`src/rtl/pex_pkg.sv`:
```
package pex_pkg;
  localparam int BYTE_W    = 8;
  localparam int BIT_CNT_W = 3;

  typedef enum logic [2:0] {
    ST_IDLE,
    ST_ADDR,
    ST_ACK_A,
    ST_WR,
    ST_ACK_W,
    ST_RD,
    ST_ACK_R
  } link_state_t;
endpackage

```
`src/rtl/pex_bus_sampler.sv`:
```
module pex_bus_sampler #(
  parameter int SYNC_STAGES = 2
) (
  input  logic clk,
  input  logic rst,
  input  logic scl_i,
  input  logic sda_i,
  output logic scl_rise,
  output logic scl_fall,
  output logic sda_lvl,
  output logic start_evt,
  output logic stop_evt
);
  localparam int TOP = SYNC_STAGES - 1;

  logic [SYNC_STAGES-1:0] scl_sync;
  logic [SYNC_STAGES-1:0] sda_sync;
  logic                   scl_q;
  logic                   sda_q;
  logic                   scl_lvl;

  always_ff @(posedge clk) begin
    if (rst) begin
      scl_sync <= '1;
      sda_sync <= '1;
      scl_q    <= 1'b1;
      sda_q    <= 1'b1;
    end else begin
      scl_sync <= {scl_sync[SYNC_STAGES-2:0], scl_i};
      sda_sync <= {sda_sync[SYNC_STAGES-2:0], sda_i};
      scl_q    <= scl_sync[TOP];
      sda_q    <= sda_sync[TOP];
    end
  end

  assign scl_lvl   = scl_sync[TOP];
  assign sda_lvl   = sda_sync[TOP];
  assign scl_rise  = scl_lvl & ~scl_q;
  assign scl_fall  = ~scl_lvl & scl_q;
  // data edge while the clock stays high marks a bus condition
  assign start_evt = scl_lvl & scl_q & sda_q & ~sda_lvl;
  assign stop_evt  = scl_lvl & scl_q & ~sda_q & sda_lvl;
endmodule

```
`src/rtl/pex_link_fsm.sv`:
```
module pex_link_fsm
  import pex_pkg::*;
#(
  parameter int NUM_HALVES = 2,
  parameter int HIDX_W     = 1
) (
  input  logic              clk,
  input  logic              rst,
  input  logic              scl_rise,
  input  logic              scl_fall,
  input  logic              sda_lvl,
  input  logic              start_evt,
  input  logic              stop_evt,
  input  logic [6:0]        dev_addr,
  input  logic [BYTE_W-1:0] rd_byte,
  output logic              sda_pull,
  output logic [HIDX_W-1:0] cur_half,
  output logic [HIDX_W-1:0] evt_half,
  output logic              wr_evt,
  output logic              rd_evt,
  output logic [BYTE_W-1:0] wr_data
);
  link_state_t          state;
  logic [BYTE_W-1:0]    sreg;
  logic [BIT_CNT_W-1:0] bit_cnt;
  logic                 rw;
  logic                 ack_phase;
  logic                 mst_ack;
  logic [HIDX_W-1:0]    half;
  logic [HIDX_W-1:0]    next_half;

  localparam logic [BIT_CNT_W-1:0] LAST_BIT = '1;

  assign next_half = (half == HIDX_W'(NUM_HALVES - 1)) ? '0 : half + 1'b1;
  assign cur_half  = half;
  assign wr_data   = sreg;

  always_ff @(posedge clk) begin
    if (rst) begin
      state     <= ST_IDLE;
      sreg      <= '0;
      bit_cnt   <= '0;
      rw        <= 1'b0;
      ack_phase <= 1'b0;
      mst_ack   <= 1'b0;
      half      <= '0;
      sda_pull  <= 1'b0;
      wr_evt    <= 1'b0;
      rd_evt    <= 1'b0;
      evt_half  <= '0;
    end else begin
      wr_evt <= 1'b0;
      rd_evt <= 1'b0;
      if (start_evt) begin
        state     <= ST_ADDR;
        bit_cnt   <= '0;
        half      <= '0;
        ack_phase <= 1'b0;
        sda_pull  <= 1'b0;
      end else if (stop_evt) begin
        state     <= ST_IDLE;
        ack_phase <= 1'b0;
        sda_pull  <= 1'b0;
      end else begin
        unique case (state)
          ST_IDLE: ;
          ST_ADDR: if (scl_rise) begin
            sreg    <= {sreg[BYTE_W-2:0], sda_lvl};
            bit_cnt <= bit_cnt + 1'b1;
            if (bit_cnt == LAST_BIT) begin
              if (sreg[6:0] == dev_addr) begin
                rw        <= sda_lvl;
                ack_phase <= 1'b0;
                state     <= ST_ACK_A;
              end else begin
                state <= ST_IDLE;
              end
            end
          end
          ST_ACK_A: if (scl_fall) begin
            if (!ack_phase) begin
              sda_pull  <= 1'b1;
              ack_phase <= 1'b1;
            end else begin
              ack_phase <= 1'b0;
              bit_cnt   <= '0;
              if (rw) begin
                sreg     <= rd_byte;
                sda_pull <= ~rd_byte[BYTE_W-1];
                state    <= ST_RD;
              end else begin
                sda_pull <= 1'b0;
                state    <= ST_WR;
              end
            end
          end
          ST_WR: if (scl_rise) begin
            sreg    <= {sreg[BYTE_W-2:0], sda_lvl};
            bit_cnt <= bit_cnt + 1'b1;
            if (bit_cnt == LAST_BIT) begin
              ack_phase <= 1'b0;
              state     <= ST_ACK_W;
            end
          end
          ST_ACK_W: if (scl_fall) begin
            if (!ack_phase) begin
              sda_pull  <= 1'b1;
              ack_phase <= 1'b1;
              wr_evt    <= 1'b1;
              evt_half  <= half;
              half      <= next_half;
            end else begin
              ack_phase <= 1'b0;
              sda_pull  <= 1'b0;
              bit_cnt   <= '0;
              state     <= ST_WR;
            end
          end
          ST_RD: if (scl_fall) begin
            bit_cnt <= bit_cnt + 1'b1;
            if (bit_cnt == LAST_BIT) begin
              sda_pull <= 1'b0;
              rd_evt   <= 1'b1;
              evt_half <= half;
              half     <= next_half;
              state    <= ST_ACK_R;
            end else begin
              sreg     <= {sreg[BYTE_W-2:0], 1'b0};
              sda_pull <= ~sreg[BYTE_W-2];
            end
          end
          ST_ACK_R: begin
            if (scl_rise) mst_ack <= ~sda_lvl;
            if (scl_fall) begin
              if (mst_ack) begin
                sreg     <= rd_byte;
                sda_pull <= ~rd_byte[BYTE_W-1];
                bit_cnt  <= '0;
                state    <= ST_RD;
              end else begin
                state <= ST_IDLE;
              end
            end
          end
          default: state <= ST_IDLE;
        endcase
      end
    end
  end
endmodule

```
`src/rtl/pex_port_bank.sv`:
```
module pex_port_bank
  import pex_pkg::*;
#(
  parameter int                       NUM_HALVES = 2,
  parameter int                       HIDX_W     = 1,
  parameter logic [NUM_HALVES*BYTE_W-1:0] OUT_RESET = '1
) (
  input  logic                         clk,
  input  logic                         rst,
  input  logic                         wr_evt,
  input  logic                         rd_evt,
  input  logic [HIDX_W-1:0]            evt_half,
  input  logic [HIDX_W-1:0]            cur_half,
  input  logic [BYTE_W-1:0]            wr_data,
  input  logic [NUM_HALVES*BYTE_W-1:0] port_in,
  output logic [NUM_HALVES*BYTE_W-1:0] port_out,
  output logic [BYTE_W-1:0]            rd_byte,
  output logic [NUM_HALVES-1:0]        rd_strobe,
  output logic [NUM_HALVES-1:0]        wr_strobe
);
  assign rd_byte = port_in[cur_half*BYTE_W +: BYTE_W];

  for (genvar h = 0; h < NUM_HALVES; h++) begin : g_half
    logic [BYTE_W-1:0] lat_q;
    logic              wr_q;
    logic              rd_q;
    logic              hit;

    assign hit = (evt_half == HIDX_W'(h));

    always_ff @(posedge clk) begin
      if (rst) begin
        lat_q <= OUT_RESET[h*BYTE_W +: BYTE_W];
        wr_q  <= 1'b0;
        rd_q  <= 1'b0;
      end else begin
        wr_q <= wr_evt & hit;
        rd_q <= rd_evt & hit;
        if (wr_evt && hit) lat_q <= wr_data;
      end
    end

    assign port_out[h*BYTE_W +: BYTE_W] = lat_q;
    assign wr_strobe[h] = wr_q;
    assign rd_strobe[h] = rd_q;
  end
endmodule

```
`src/rtl/i2c_port_expander.sv`:
```
module i2c_port_expander
  import pex_pkg::*;
#(
  parameter int          NUM_HALVES  = 2,
  parameter int          SYNC_STAGES = 2,
  parameter logic [3:0]  ADDR_PREFIX = 4'b0100,
  parameter logic [NUM_HALVES*8-1:0] OUT_RESET = '1
) (
  input  logic                    clk,
  input  logic                    rst,
  input  logic                    scl_i,
  input  logic                    sda_i,
  output logic                    sda_pull_o,
  input  logic [2:0]              strap_i,
  input  logic [NUM_HALVES*8-1:0] port_in_i,
  output logic [NUM_HALVES*8-1:0] port_out_o,
  output logic [NUM_HALVES-1:0]   rd_strobe_o,
  output logic [NUM_HALVES-1:0]   wr_strobe_o
);
  localparam int PORT_W = NUM_HALVES * BYTE_W;
  localparam int HIDX_W = (NUM_HALVES > 1) ? $clog2(NUM_HALVES) : 1;

  logic              scl_rise;
  logic              scl_fall;
  logic              sda_lvl;
  logic              start_evt;
  logic              stop_evt;
  logic [HIDX_W-1:0] cur_half;
  logic [HIDX_W-1:0] evt_half;
  logic              wr_evt;
  logic              rd_evt;
  logic [BYTE_W-1:0] wr_data;
  logic [BYTE_W-1:0] rd_byte;
  logic [6:0]        dev_addr;

  assign dev_addr = {ADDR_PREFIX, strap_i};

  pex_bus_sampler #(.SYNC_STAGES(SYNC_STAGES)) u_sampler (
    .clk       (clk),
    .rst       (rst),
    .scl_i     (scl_i),
    .sda_i     (sda_i),
    .scl_rise  (scl_rise),
    .scl_fall  (scl_fall),
    .sda_lvl   (sda_lvl),
    .start_evt (start_evt),
    .stop_evt  (stop_evt)
  );

  pex_link_fsm #(.NUM_HALVES(NUM_HALVES), .HIDX_W(HIDX_W)) u_link (
    .clk       (clk),
    .rst       (rst),
    .scl_rise  (scl_rise),
    .scl_fall  (scl_fall),
    .sda_lvl   (sda_lvl),
    .start_evt (start_evt),
    .stop_evt  (stop_evt),
    .dev_addr  (dev_addr),
    .rd_byte   (rd_byte),
    .sda_pull  (sda_pull_o),
    .cur_half  (cur_half),
    .evt_half  (evt_half),
    .wr_evt    (wr_evt),
    .rd_evt    (rd_evt),
    .wr_data   (wr_data)
  );

  pex_port_bank #(
    .NUM_HALVES (NUM_HALVES),
    .HIDX_W     (HIDX_W),
    .OUT_RESET  (PORT_W'(OUT_RESET))
  ) u_bank (
    .clk       (clk),
    .rst       (rst),
    .wr_evt    (wr_evt),
    .rd_evt    (rd_evt),
    .evt_half  (evt_half),
    .cur_half  (cur_half),
    .wr_data   (wr_data),
    .port_in   (port_in_i),
    .port_out  (port_out_o),
    .rd_byte   (rd_byte),
    .rd_strobe (rd_strobe_o),
    .wr_strobe (wr_strobe_o)
  );
endmodule

```
`config.mk`:
```
export PLATFORM = sky130hd
export DESIGN_NAME = i2c_port_expander
export DESIGN_NICKNAME = d
export VERILOG_FILES = /design/src/rtl/pex_pkg.sv /design/src/rtl/pex_bus_sampler.sv /design/src/rtl/pex_link_fsm.sv /design/src/rtl/pex_port_bank.sv /design/src/rtl/i2c_port_expander.sv
export SDC_FILE = /design/constraint.sdc
export NUM_CORES = 1
export LEC_CHECK = 0
export ABC_AREA = 1
export BUFFER_PORTS_ARGS = -buffer_cell sky130_fd_sc_hd__buf_4
export CAP_MARGIN = 25
export CORE_UTILIZATION = 45
export CTS_CLUSTER_DIAMETER = 50
export DETAILED_ROUTE_END_ITERATION = 8
export PLACE_DENSITY_LB_ADDON = 0.1
export SYNTH_ARGS = -nofsm -noshare
export SYNTH_HDL_FRONTEND = slang
export SYNTH_SLANG_ARGS = --single-unit
```
`constraint.sdc`:
```
create_clock -name clk -period 2.6 [get_ports clk]
set_input_delay 0.13 -clock clk [delete_from_list [all_inputs] [get_ports clk]]
set_output_delay 0.13 -clock clk [all_outputs]
set_load 0.1 [all_outputs]
```
* Word level (Yosys, flattened, before mapping)
Cells that the tools add are included.
** Cells by class
- Muxes and demuxes :: 61
- Shift-type cells :: 1
- Equality and inequality tests :: 39
- Add/sub/neg operators :: 2
- Bitwise operators :: 24
- Reductions and logical operators :: 24
** Operators with widths (number)
- $mux W8 :: 8
- $mux W3 :: 19
- $pmux W8 S4 :: 1
- $mux W1 :: 26
- $ne A4 B4 Y1 const B :: 6
- $reduce_and A12 Y1 :: 2
- $ne A2 B1 Y1 const B :: 11
- $pmux W3 S7 :: 1
- $ne A4 B3 Y1 const B :: 5
- $reduce_and A6 Y1 :: 3
- $ne A2 B2 Y1 const B :: 8
- $shiftx A16 B5 Y8 :: 1
- $reduce_and A7 Y1 :: 2
- $not A1 Y1 :: 13
- $eq A3 B3 Y1 const B :: 4
- $pmux W3 S4 :: 1
- $reduce_bool A4 Y1 :: 3
- $and A1 B1 Y1 :: 11
- $reduce_and A11 Y1 :: 1
- $reduce_or A5 Y1 :: 2
- $reduce_and A8 Y1 :: 1
- $eq A7 B6 Y1 :: 1
- $eq A3 B2 Y1 const B :: 2
- $reduce_or A2 Y1 :: 3
- 14 further kinds :: 16
** Storage, ports and cells
- Output and inout port bits :: 21
- Flip-flop bits (word level) :: 48
- Word-level logic and storage cells :: 173

* Logic depth before layout (Yosys ltp)
Gate-level depths: netlist of run 1.
- Depth in word-level cells :: 7
- Mapped depth :: 11

* Hierarchy
From an unflattened synthesis of run 1, not the netlist that was laid out.
** Unflattened totals
- Cells, all modules :: 379
- Area total of the unflattened synthesis :: 2506.2 um^2
** By module, submodules not included
- pex_link_fsm :: area an instance 1451.4 um^2, times used 1, sequential area each 440.4 um^2, cells an instance 243
- pex_port_bank :: area an instance 849.6 um^2, times used 1, sequential area each 400.4 um^2, cells an instance 110
- pex_bus_sampler :: area an instance 197.7 um^2, times used 1, sequential area each 120.1 um^2, cells an instance 24
- i2c_port_expander :: area an instance 7.5 um^2, times used 1, sequential area each 0.0 um^2, cells an instance 2

* Least setup slack after synthesis of run 1
OpenSTA, ideal clock, no wires.
- Path kind :: register to register
- Start :: register u_link.bit_cnt[0]
- End :: register u_link.sreg[5], in the netlist u_link.wr_data[5]
- Setup time :: 0.115 ns
- Required time :: 2.485 ns
- Stages on the path, launching flop included :: 10
- Clock period less this slack :: 1.421 ns
- Arrival time :: 1.306 ns
- Slack :: 1.179 ns
- Cell sequence :: dfxtp_1 > ha_1 > ha_1 > nand3_1 > nand3_1 > nor2_4 > buf_6 > nand3_1 > nand2_1 > nor2_1
** Between the ends
- Cells in the longest elaborated chain, start to end :: 3
** Ends and longest elaborated chain
- from (decl) :: RTL line pex_link_fsm.sv:25 : logic [BIT_CNT_W-1:0] bit_cnt;
- from (signal assigned) :: RTL line pex_link_fsm.sv:69 : bit_cnt <= bit_cnt + 1'b1;
- from (signal assigned) :: RTL line pex_link_fsm.sv:99 : bit_cnt <= bit_cnt + 1'b1;
- from (signal assigned) :: RTL line pex_link_fsm.sv:120 : bit_cnt <= bit_cnt + 1'b1;
- $eq A3 B3 Y1 :: RTL line pex_link_fsm.sv:121 : if (bit_cnt == LAST_BIT) begin
- $ne A2 B2 Y1 (no source line)
- $reduce_and A11 Y1 (no source line)
- to (signal assigned) :: RTL line pex_link_fsm.sv:98 : sreg <= {sreg[BYTE_W-2:0], sda_lvl};
- to (signal assigned) :: RTL line pex_link_fsm.sv:128 : sreg <= {sreg[BYTE_W-2:0], 1'b0};
- to (signal assigned) :: RTL line pex_link_fsm.sv:136 : sreg <= rd_byte;
- to (decl) :: RTL line pex_link_fsm.sv:24 : logic [BYTE_W-1:0] sreg;
No other way between the ends.
A chain may end at the register's enable or synchronous reset.

* Final worst setup path of run 1
- Start :: register u_link.state[0]
- End :: register u_link.sreg[7], in the netlist u_link.wr_data[7]
** Between the ends
- Cells in the longest elaborated chain, start to end :: 4
- Elaborated cells between the ends (all ways) :: 17
- Classes of those cells :: eq/ne: 13; mux: 1; reduce/logical: 3
** Ends and longest elaborated chain
- from (decl) :: RTL line pex_link_fsm.sv:23 : link_state_t state;
- from (signal assigned) :: RTL line pex_link_fsm.sv:40 : state <= ST_IDLE;
- from (signal assigned) :: RTL line pex_link_fsm.sv:55 : state <= ST_ADDR;
- from (signal assigned) :: RTL line pex_link_fsm.sv:61 : state <= ST_IDLE;
- $eq A3 B1 Y1 or $eq A3 B2 Y1 (tied branches) :: RTL line pex_link_fsm.sv:65 : unique case (state)
- $reduce_or A2 Y1 (no source line)
- $reduce_bool A4 Y1 (no source line) or $ne A2 B1 Y1 (tied branches)
- $reduce_and A11 Y1 (no source line)
- to (signal assigned) :: RTL line pex_link_fsm.sv:68 : sreg <= {sreg[BYTE_W-2:0], sda_lvl};
- to (signal assigned) :: RTL line pex_link_fsm.sv:88 : sreg <= rd_byte;
- to (signal assigned) :: RTL line pex_link_fsm.sv:98
Parallel ways exist; a longest one is shown, timed or not.

==> results_dict.tcl, run 1 <==
set metrics [dict create \
    die_w_um 76.05 \
    hold_depth 2 \
    power_leakage_uw 0.001433 \
    p_int_uw 1543 \
    core.rowCount 26 \
    initial_core_util 0.4740 \
    relSlewSlack 0.5560 \
    insertion_delay_ps 310 \
    cts_tree "built" \
    required_ps 2810 \
    cts_root_buf "clkbuf_8" \
    grt.overflow.total 0 \
    io_buffers 43 \
    max_freq_mhz 496.2 \
    min_period_over_period 0.7751 \
    postLayoutCoreUtil 0.5517 \
    slew_violations 0 \
    crit_family "compound AO/OA/AOI/OAI gates" \
    setup.worst_path.start "u_link.state[0]" \
    avgRoutedWirePerCell_um 12.78 \
    ys_seq_area_frac 0.3895 \
    first_iter_violations 96 \
    critPathMaxFanout 15 \
    slowest_stage "dfxtp_1" \
    die_h_um 76.05 \
    grt_antenna_before_repair 0 \
    period_minus_slack_ps 2015 \
    clkSlewWorstSetupHoldPaths_ps 90 \
    min-delay-path-class "in2reg" \
    grt_pass1_wl_mm 10.06 \
    diodes 0 \
    fin_nets 429 \
    critical_path_depth 7 \
    drcViolationCount 0 \
    path_class "reg2reg" \
    cts_buffer_depth 2 \
    coreArea_um2 5205 \
    hold_viol_final 0 \
    p_comb_frac 0.470 \
    vias_per_cell 4.987 \
    cp-start-kind "register" \
    synth.largest_area_cell "dfxtp_1" \
    setup_viol 0 \
    dr.pass1.iters 5 \
    seq_area_um2 960.9 \
    tns_ps 0 \
    ys_warn_count 0 \
    seq_power_share 0.367 \
    cp_data_arrival_time_ps 2230 \
    rr_worst_depth 7 \
    reg2reg_to "u_link.wr_data[7]" \
    max_cap_violations 0 \
    synthCells 370 \
    yosysTopAreaCellShare 0.3895 \
    crit_chain "inv_2, a21oi_2, nor2_1, a21oi_1, nand3_1, nand2_1, nor2_1" \
    rsz0062_at_grt "no" \
    synth_nets 395 \
    htreeDepth 2 \
    power_density_nw_per_um2 993.6 \
    fp.dieArea_um2 5783 \
    layout-drive-gt1-share 0.1757 \
    cp_common_cell "nor2_1" \
    yosysUniqueCellTypes 29 \
    pin_count 44 \
    syn_avg_cell_area_um2 6.669 \
    cts_resized 0 \
    areaGrowthSynthToFinish_pct 16.38 \
    max_stage_delay_ps 690 \
    grt_max_degree 24 \
    cts_hold_buffers 0 \
    route.final.wire_length_mm 6.060 \
    cp-endpoint "u_link.wr_data[7]" \
    p_sw_frac 0.4592 \
    multi_input_area_um2 1270 \
    finClkSkew_ps 9.459 \
    grt_util_all_layers 0.2172 \
    p_clk_frac 0.162 \
    synth_area_um2 2467 \
    dp_slack_ps 620.9 \
    ys_ff_latch 48 \
    reg2reg_from "u_link.state[0]" \
    post_cts_buffers 0 \
    synth.area.top_cells "dfxtp_1 39%, nand2_1 17%, nand3_1 7.9%, nor2_1 6.8%, a21oi_1 6.3%" \
    ant_nets 0 \
    tightest_slew_ps 665.9 \
    cts_made_buffers 5 \
    ir_worst_vdd_mv 0.6158 \
    stdcell_count 474 \
    nFillCells 541 \
    r2r_slack_ps 580 \
    grt_pass1_vias 2052 \
    gp_congestion 0.9158 \
    critPathBufInv 1 \
    worst_setup_path_end_kind "register" \
    hpwl_mm 4.585 \
    clkSinkCount 48 \
    p_sw_uw 1310 \
    vias 2364 \
    status "finished, final reports clean" \
    fin_ws_ps 584.8 \
    place_inst 467 \
]
[worst reg2reg max path, stage by stage (launching register included)]
cell	delay (ps)
dfxtp_1	690
inv_2	180
a21oi_2	540
nor2_1	150
a21oi_1	150
nand3_1	90
nand2_1	80
nor2_1	40
[power by group through the flow]
stage	sequential, uW	clock, uW	combinational [uW]
2_1_floorplan	987	0	1160
3_3_place_gp	1060	0	1340
3_5_place_dp	1060	0	1330
4_1_cts	1040	477	1330
5_1_grt	1070	505	1540
6_report	1050	463	1340
[logic make-up after synthesis]
group           Yosys count  synth area share
simple gates            218            0.3884
buf+inv                  52           0.09583
compound gates           48            0.1090
flops                    48            0.3895
xor+xnor                  2          0.007101
fa+ha+maj                 2           0.01014
[final cells by class]
type,count,area share
Multi-Input combinational cell,270,0.4423
Sequential cell,48,0.3346
Timing Repair Buffer,44,0.1150
Inverter,35,0.04575
Tap cell,70,0.03050
Clock buffer,6,0.02876
Clock inverter,1,0.003050
[stage by stage]
stage	hold slack (ps)	power [uW]	area, um^2
final	12.35	2853	2872
after global placement	318.3	2401	2780
after global routing	4.587	3120	2872
after floorplan	233.8	2143	2467
after CTS	6.505	2855	2872
after detailed placement	320.1	2389	2780
[Yosys cell counts (all sizes together)]
cell and n:
a21oi 32, xor2 2, nand4 3, ha 2
nor2 50, nand2 113, nand3b 1, buf 11
clkinv 1, dfxtp 48, and2 2, o21ai 10
inv 34, or2 4, o211ai 5, nand3 40
clkbuf 6, a31oi 1, nor3 5
[state kept, by name (all words and copies together) (netlist names)]
| name | flops |
|---|---|
| u_link.cur_half | 1 |
| u_sampler.sda_q | 1 |
| u_link.ack_phase | 1 |
| u_link.rd_evt | 1 |
| u_link.wr_evt | 1 |
| u_link.state | 3 |
| u_link.sda_pull | 1 |
| u_link.mst_ack | 1 |
| u_bank.g_half.rd_q | 2 |
| u_link.wr_data | 8 |
| u_sampler.scl_q | 1 |
| u_bank.g_half.wr_q | 2 |
| u_sampler.scl_sync | 2 |
| u_bank.g_half.lat_q | 16 |
| u_link.evt_half | 1 |
| u_link.bit_cnt | 3 |
| u_sampler.sda_sync | 2 |
| u_link.rw | 1 |
[worst min path at each step]
| stage | startpoint | end | slack [ps] |
|---|---|---|---|
| 2_1_floorplan | scl_i | u_sampler.scl_sync[0] | 230 |
| 3_3_place_gp | scl_i | u_sampler.scl_sync[0] | 320 |
| 3_5_place_dp | scl_i | u_sampler.scl_sync[0] | 320 |
| 4_1_cts | scl_i | u_sampler.scl_sync[0] | 7 |
| 5_1_grt | sda_i | u_sampler.sda_sync[0] | 5 |
| 6_report | scl_i | u_sampler.scl_sync[0] | 10 |
[layer usage]
layer  track usage  routed length [um]
met1        0.3159                3053
met2        0.3273                2610
met3       0.04192                 335
met4       0.05769                  61
met5             0                   0
[layout by cell type, fill, tap and decap left out]
master | netlist | routed
or2_2 | 4 | 4
nor2_4 | 4 | 4
xor2_1 | 2 | 2
clkinv_1 | 1 | 1
nand4_1 | 3 | 3
o21ai_0 | 8 | 8
nand2_1 | 110 | 110
o211ai_1 | 5 | 5
clkbuf_8 | 0 | 6
nor3_1 | 5 | 5
nand2_2 | 3 | 3
nand3b_4 | 1 | 1
and2_1 | 2 | 2
a31oi_1 | 1 | 1
dfxtp_1 | 48 | 48
inv_2 | 4 | 4
buf_4 | 6 | 44
clkinv_4 | 0 | 1
ha_1 | 2 | 2
nand3_2 | 1 | 1
o21ai_1 | 1 | 1
o21ai_4 | 1 | 1
a21oi_1 | 31 | 31
nand3_1 | 39 | 39
nor2_2 | 1 | 1
nor2_1 | 45 | 45
inv_1 | 30 | 30
a21oi_2 | 1 | 1
Power figures use the tool's default switching activity.
==> run 2, diff against run 1 <==
--- a/config.mk
+++ b/config.mk
@@ -5,7 +5,7 @@
 export SDC_FILE = /design/constraint.sdc
 export NUM_CORES = 1
 export LEC_CHECK = 0
-export ABC_AREA = 1
+export ABC_AREA = 0
 export BUFFER_PORTS_ARGS = -buffer_cell sky130_fd_sc_hd__buf_4
 export CAP_MARGIN = 25
 export CORE_UTILIZATION = 45
==> constraint.sdc (replaced) <==
create_clock -name clk -period 1.9 [get_ports clk]
set_input_delay 0.095 -clock clk [delete_from_list [all_inputs] [get_ports clk]]
set_output_delay 0.095 -clock clk [all_outputs]
set_load 0.1 [all_outputs]
==> run 2 against run 1 <==
- clock power rose by 58%
- design area rose by 8.7%
- wire length fell by 3.1%
- first-iteration DRC count rose by 53%
- cell count fell by 15%
- combinational power fell by 91%
- sequential share of layout area fell by 2.6 points
- maximum frequency rose by 9.6%
- worst hold slack improved by 180 ps
- synthesized cell count fell by 24%
==> results_dict.tcl, run 2 <==
set metrics [dict create \
    fin_ws_ps 61.12 \
    synthCells 283 \
    vias 2182 \
    die_w_um 76.95 \
    path_class "reg2reg" \
    async_flop_share 0 \
    min-delay-path-class "in2reg" \
    status "finished, final reports clean" \
    cp_data_arrival_time_ps 2060 \
    cts_buffer_depth 2 \
    synth_compound_area_frac 0.1797 \
    max_freq_mhz 543.8 \
    dp_slack_ps 52.75 \
    grt_util_all_layers 0.2109 \
    tightest_slew_ps 514.3 \
    cts_tree "built" \
    route.final.wire_length_mm 5.874 \
    pin_count 44 \
    clkSlewWorstSetupHoldPaths_ps 90 \
    layout-drive-gt1-share 0.2964 \
    synth.largest_area_cell "dfxtp_1" \
    synth_top_family_by_area "simple AND/OR/NAND/NOR gates" \
    largest_reg_flops 16 \
    final_common_cell "buf_4" \
    die_h_um 76.95 \
    dr.pass1.iters 4 \
    coreArea_um2 5270 \
    period_minus_slack_ps 1839 \
    cts_root_buf "clkbuf_8" \
    hold_viol_final 0 \
    finClkSkew_ps 4.992 \
    max_cap_violations 0 \
    ant_nets 0 \
    critPathMaxFanout 4 \
    ys_seq_area_frac 0.3802 \
    yosysMostFrequentCell "dfxtp_1" \
    slew_violations 0 \
    ys_warn_count 0 \
    synth.area.top_cells "dfxtp_1 38%, mux2i_1 7.5%, nand2_1 5.2%, a211o_1 3.8%, nor2_1 3.4%" \
    max_flop_register "u_bank.g_half.lat_q" \
    ys_ff_latch 48 \
    initial_core_util 0.4796 \
    power_density_nw_per_um2 602.4 \
    diodes 0 \
    clkSinkCount 48 \
    synth_nets 308 \
    worst_setup_path_end_kind "register" \
    required_ps 2120 \
    fp.dieArea_um2 5921 \
    synthFlopType "dfxtp_1" \
    grt_pass1_wl_mm 9.873 \
    tns_ps 0 \
    nFillCells 497 \
    htreeDepth 2 \
    vias_per_cell 5.401 \
    areaGrowthSynthToFinish_pct 23.51 \
    drcViolationCount 0 \
    grt_pass1_vias 2026 \
    synth_edf_count 0 \
    synth_area_um2 2527 \
    gp_congestion 0.8571 \
    io_buffers 43 \
    syn_avg_cell_area_um2 8.931 \
    mostFrequentLayoutCells "63 x buf_4, 45 x dfxtp_1, 35 x nand2_1" \
    synthAdderAreaFrac 0.009901 \
    relSlewSlack 0.6564 \
    cp-start-kind "register" \
    synth_simple_gate_area_frac 0.2683 \
    setup_viol 0 \
    first_iter_violations 147 \
    min_period_over_period 0.9678 \
    cts_made_buffers 5 \
    avgRoutedWirePerCell_um 14.54 \
    grt_max_degree 42 \
    ir_worst_vdd_mv 0.4074 \
    grt_antenna_before_repair 0 \
    fin_nets 358 \
    power_leakage_uw 0.001331 \
    yosysTopAreaCellShare 0.3802 \
    r2r_slack_ps 60 \
    synthTopCellsByCount "48 x dfxtp_1, 35 x nand2_1, 23 x nor2_1, 19 x mux2i_1, 15 x o21ai_0" \
    grt.overflow.total 0 \
    insertion_delay_ps 290 \
    synthXorXnorAreaFrac 0.02079 \
    hpwl_mm 4.384 \
    yosysUniqueCellTypes 60 \
    synthMuxAreaShare 0.07970 \
    core.rowCount 26 \
]
-- run 2: cell count changes in the layout (fill, tap and decap cells not counted), sizes merged, moves of 8 or more --
| cell | change |
|---|---|
| a211o | +11 |
| buf | +21 |
| a21oi | -22 |
| inv | -31 |
| nand3b | +10 |
| mux2i | +19 |
| and3 | +8 |
| nand3 | -38 |
| nand2 | -78 |
| nor2 | -26 |
-- run 2: path summary, 6_finish.rpt --
kind	start	end	cells after the start
setup / recovery	u_link.bit_cnt[0]	u_link.state[0]	7
hold / removal	rst	u_link.wr_data[6]	2
setup reg to reg	u_link.bit_cnt[0]	u_link.state[0]	7
hold reg to reg	u_sampler.scl_sync[0]	u_sampler.scl_sync[1]	1
-- run 2: per-stage QoR --
step                area, um^2  utilization  power (uW)  hold WS, ps  instances
global route              3122       0.5924        1956        213.4        404
floorplan                 2527            -        1111        198.8        283
detailed placement        2964       0.5624        1168        283.8        393
finish                    3122       0.5924        1881        195.0        404
CTS                       3095       0.5874        1897        188.7        403
global placement          2964       0.5624        1166        280.1        393
-- run 2: routing by layer --
layer	GRT usage	vias up	wire [um]
li1	-	1108	-
met5	0	-	0
met1	0.2999	1014	2991
met3	0.04048	2	274
met4	0.06346	0	38
met2	0.3196	58	2569
-- run 2: cells by family (layout without fill, tap and decap cells) --
kind of cell    Yosys count  count (layout)
flops                    48              48
compound gates           60              60
mux                      20              20
buf+inv                  27              78
simple gates            120             120
fa+ha+maj                 2               2
xor+xnor                  6               6
-- run 2: area by class of cell --
type / count / area [um^2] / area share
Sequential cell: 48 / 964.7 / 0.3090
Clock inverter: 3 / 42.54 / 0.01363
Clock buffer: 5 / 68.82 / 0.02204
Tap cell: 70 / 87.58 / 0.02806
Timing Repair Buffer: 67 / 533.0 / 0.1707
Multi-Input combinational cell: 208 / 1414 / 0.4529
Inverter: 3 / 11.26 / 0.003607
-- run 2: what timing repair did --
item	in CTS	in global routing
hold endpoints to repair	2	0
resized for setup	0	4
buffers inserted	0	1
setup endpoints to repair	0	13
hold buffers	2	0
-- run 2: power by group --
| group | leakage, uW | internal, uW | switching [uW] |
|---|---|---|---|
| Combinational | 0.000888 | 68.6 | 57.8 |
| Clock | 0.0000541 | 390 | 342 |
| Sequential | 0.000389 | 1010 | 9.93 |
| Total | 0.00133 | 1470 | 410 |
-- run 2: critical path, stage by stage (launching register included) --
cell     delay [ps]
dfxtp_1         340
ha_1            200
ha_1            230
nand2_1         130
nand2_1          80
a211o_1         320
a21oi_1         240
mux2i_1         230
==> run 3, diff against run 2 <==
--- a/config.mk
+++ b/config.mk
@@ -8,7 +8,9 @@
 export ABC_AREA = 0
 export BUFFER_PORTS_ARGS = -buffer_cell sky130_fd_sc_hd__buf_4
 export CAP_MARGIN = 25
-export CORE_UTILIZATION = 45
+export CELL_PAD_IN_SITES_DETAIL_PLACEMENT = 1
+export CELL_PAD_IN_SITES_GLOBAL_PLACEMENT = 2
+export CORE_UTILIZATION = 34
 export CTS_CLUSTER_DIAMETER = 50
 export DETAILED_ROUTE_END_ITERATION = 8
 export PLACE_DENSITY_LB_ADDON = 0.1
==> run 3 against run 2 <==
- wire length grew 13%
- clock skew grew 3.1 ps
- combinational power grew 4%
- register-to-register slack is essentially flat
- critical path depth is the same
- setup slack lost 5.2 ps
- die area grew 31%
- critical endpoint is now u_link.wr_data[0]
==> results_dict.tcl, run 3 (same netlist as run 2, synthesis figures left out) <==
set metrics [dict create \
    reg2reg_to "u_link.wr_data[0]" \
    worst_setup_path_end_kind "register" \
    largest_reg_flops 16 \
    tightest_slew_ps 534.8 \
    max_freq_mhz 542.3 \
    min-delay-path-class "in2reg" \
    period_minus_slack_ps 1844 \
    max_cap_violations 0 \
    hold_viol_final 0 \
    grt_max_degree 42 \
    p_int_uw 1612 \
    fin_hold_ws_ps 191.0 \
    status "finished, final reports clean" \
    areaGrowthSynthToFinish_pct 27.67 \
    hpwl_mm 5.087 \
    die_w_um 88.22 \
    critPathMaxFanout 6 \
    pin_count 44 \
    mostFrequentLayoutCells "67 x buf_4, 45 x dfxtp_1, 35 x nand2_1" \
    dr.pass1.iters 4 \
    grt_pass1_vias 2042 \
    nFillCells 890 \
    vias 2215 \
    grt_antenna_before_repair 0 \
    diodes 0 \
    required_ps 2090 \
    io_buffers 43 \
    dp_slack_ps 41.64 \
    r2r_slack_ps 60 \
    min_period_over_period 0.9706 \
    fin_ws_ps 55.93 \
    final_common_cell "buf_4" \
    postLayoutCoreUtil 0.4473 \
    max_flop_register "u_bank.g_half.lat_q" \
    p_clk_frac 0.440 \
    min_from "rst" \
    power_density_nw_per_um2 638.5 \
    gp_congestion 0.8403 \
    drcViolationCount 0 \
    p_sw_uw 448.0 \
    die_h_um 88.22 \
    rr_worst_depth 7 \
    cts_tree "built" \
    setup_viol 0 \
    path_class "reg2reg" \
    clkSinkCount 48 \
    grt_pass1_wl_mm 10.61 \
    grt.overflow.total 0 \
    relSlewSlack 0.6427 \
    vias_per_cell 5.069 \
    initial_core_util 0.3503 \
    hold_end "u_link.wr_data[2]" \
    avgRoutedWirePerCell_um 15.22 \
    insertion_delay_ps 310 \
    p_comb_frac 0.064 \
    first_iter_violations 53 \
    ir_worst_vdd_mv 0.3781 \
    route.final.wire_length_mm 6.651 \
    cts_buffer_depth 2 \
    crit_chain "buf_4, or4b_1, o211a_1, o311ai_4, buf_6, mux2i_1, nor2_1" \
    max_stage_delay_ps 500 \
    cp_data_arrival_time_ps 2030 \
    fp.dieArea_um2 7783 \
    coreArea_um2 7214 \
    finClkSkew_ps 8.098 \
    p_sw_frac 0.2175 \
    clkSlewWorstSetupHoldPaths_ps 100 \
    reg2reg_from "u_link.state[0]" \
    hold_depth 2 \
    slew_violations 0 \
    cts_root_buf "clkbuf_8" \
    slowest_stage "or4b_1" \
    seq_power_share 0.496 \
    grt_util_all_layers 0.1797 \
    layout-drive-gt1-share 0.3136 \
    cts_made_buffers 5 \
    htreeDepth 2 \
    ant_nets 0 \
    cp-start-kind "register" \
    tns_ps 0 \
    fin_nets 362 \
    power_leakage_uw 0.001354 \
    core.rowCount 31 \
]
-- run 3: metrics by stage --
stage	cells	instance area, um^2	total power (uW)
2_1_floorplan	283	2527	1111
3_3_place_gp	424	3015	1171
3_5_place_dp	424	3015	1172
4_1_cts	434	3173	2080
5_1_grt	437	3227	2136
6_report	437	3227	2060
-- run 3: timing repair --
| action | in CTS | in global routing |
|---|---|---|
| endpoints found under the setup margin | 0 | 13 |
| hold buffers | 2 | 0 |
| setup buffers | 0 | 3 |
| hold endpoints to repair | 2 | 0 |
| resized for setup | 0 | 9 |
-- run 3: critical path: cells and delay by family, from the launching register on --
kind | cells | cell delay, ps
buffers and inverters | 2 | 340
and+or+nand+nor | 2 | 550
DFF | 1 | 360
muxes | 1 | 210
AOI/OAI and AO/OA | 2 | 260
-- run 3: power groups by stage --
stage	registers [uW]	clock network, uW	logic [uW]
after global placement	1040	0	126
final	1020	908	131
after detailed placement	1050	0	127
after global routing	1020	970	142
after floorplan	1040	0	70.4
after CTS	1020	928	130
-- run 3: cell type report --
type / count / area, um^2 / area share
multi-input cells: 208 / 1435 / 0.4447
flip-flops and latches: 48 / 964.7 / 0.2990
well taps: 99 / 123.9 / 0.03839
clock buffers: 5 / 68.82 / 0.02133
repair buffers: 71 / 554.3 / 0.1718
inverters: 3 / 11.26 / 0.003490
clock inverters: 3 / 68.82 / 0.02133
-- run 3: metal layers --
metal | track usage | vias to the layer above | wire, um
li1 | - | 1113 | -
met1 | 0.2675 | 1052 | 3541
met2 | 0.2650 | 44 | 2784
met3 | 0.03451 | 6 | 261
met4 | 0.04399 | 0 | 63
met5 | 0 | - | 0
-- run 3: worst max path at each step --
stage	start	endpoint	slack, ps	depth (start not counted)
after floorplan	u_link.wr_data[3]	u_link.state[1]	240	5
after global placement	u_link.state[0]	u_link.ack_phase	50	7
after detailed placement	u_sampler.scl_q	u_link.wr_data[0]	40	5
after CTS	u_sampler.scl_q	u_link.wr_data[6]	40	5
after global routing	u_link.state[0]	u_link.wr_data[0]	-3	7
final	u_link.state[0]	u_link.wr_data[0]	60	7
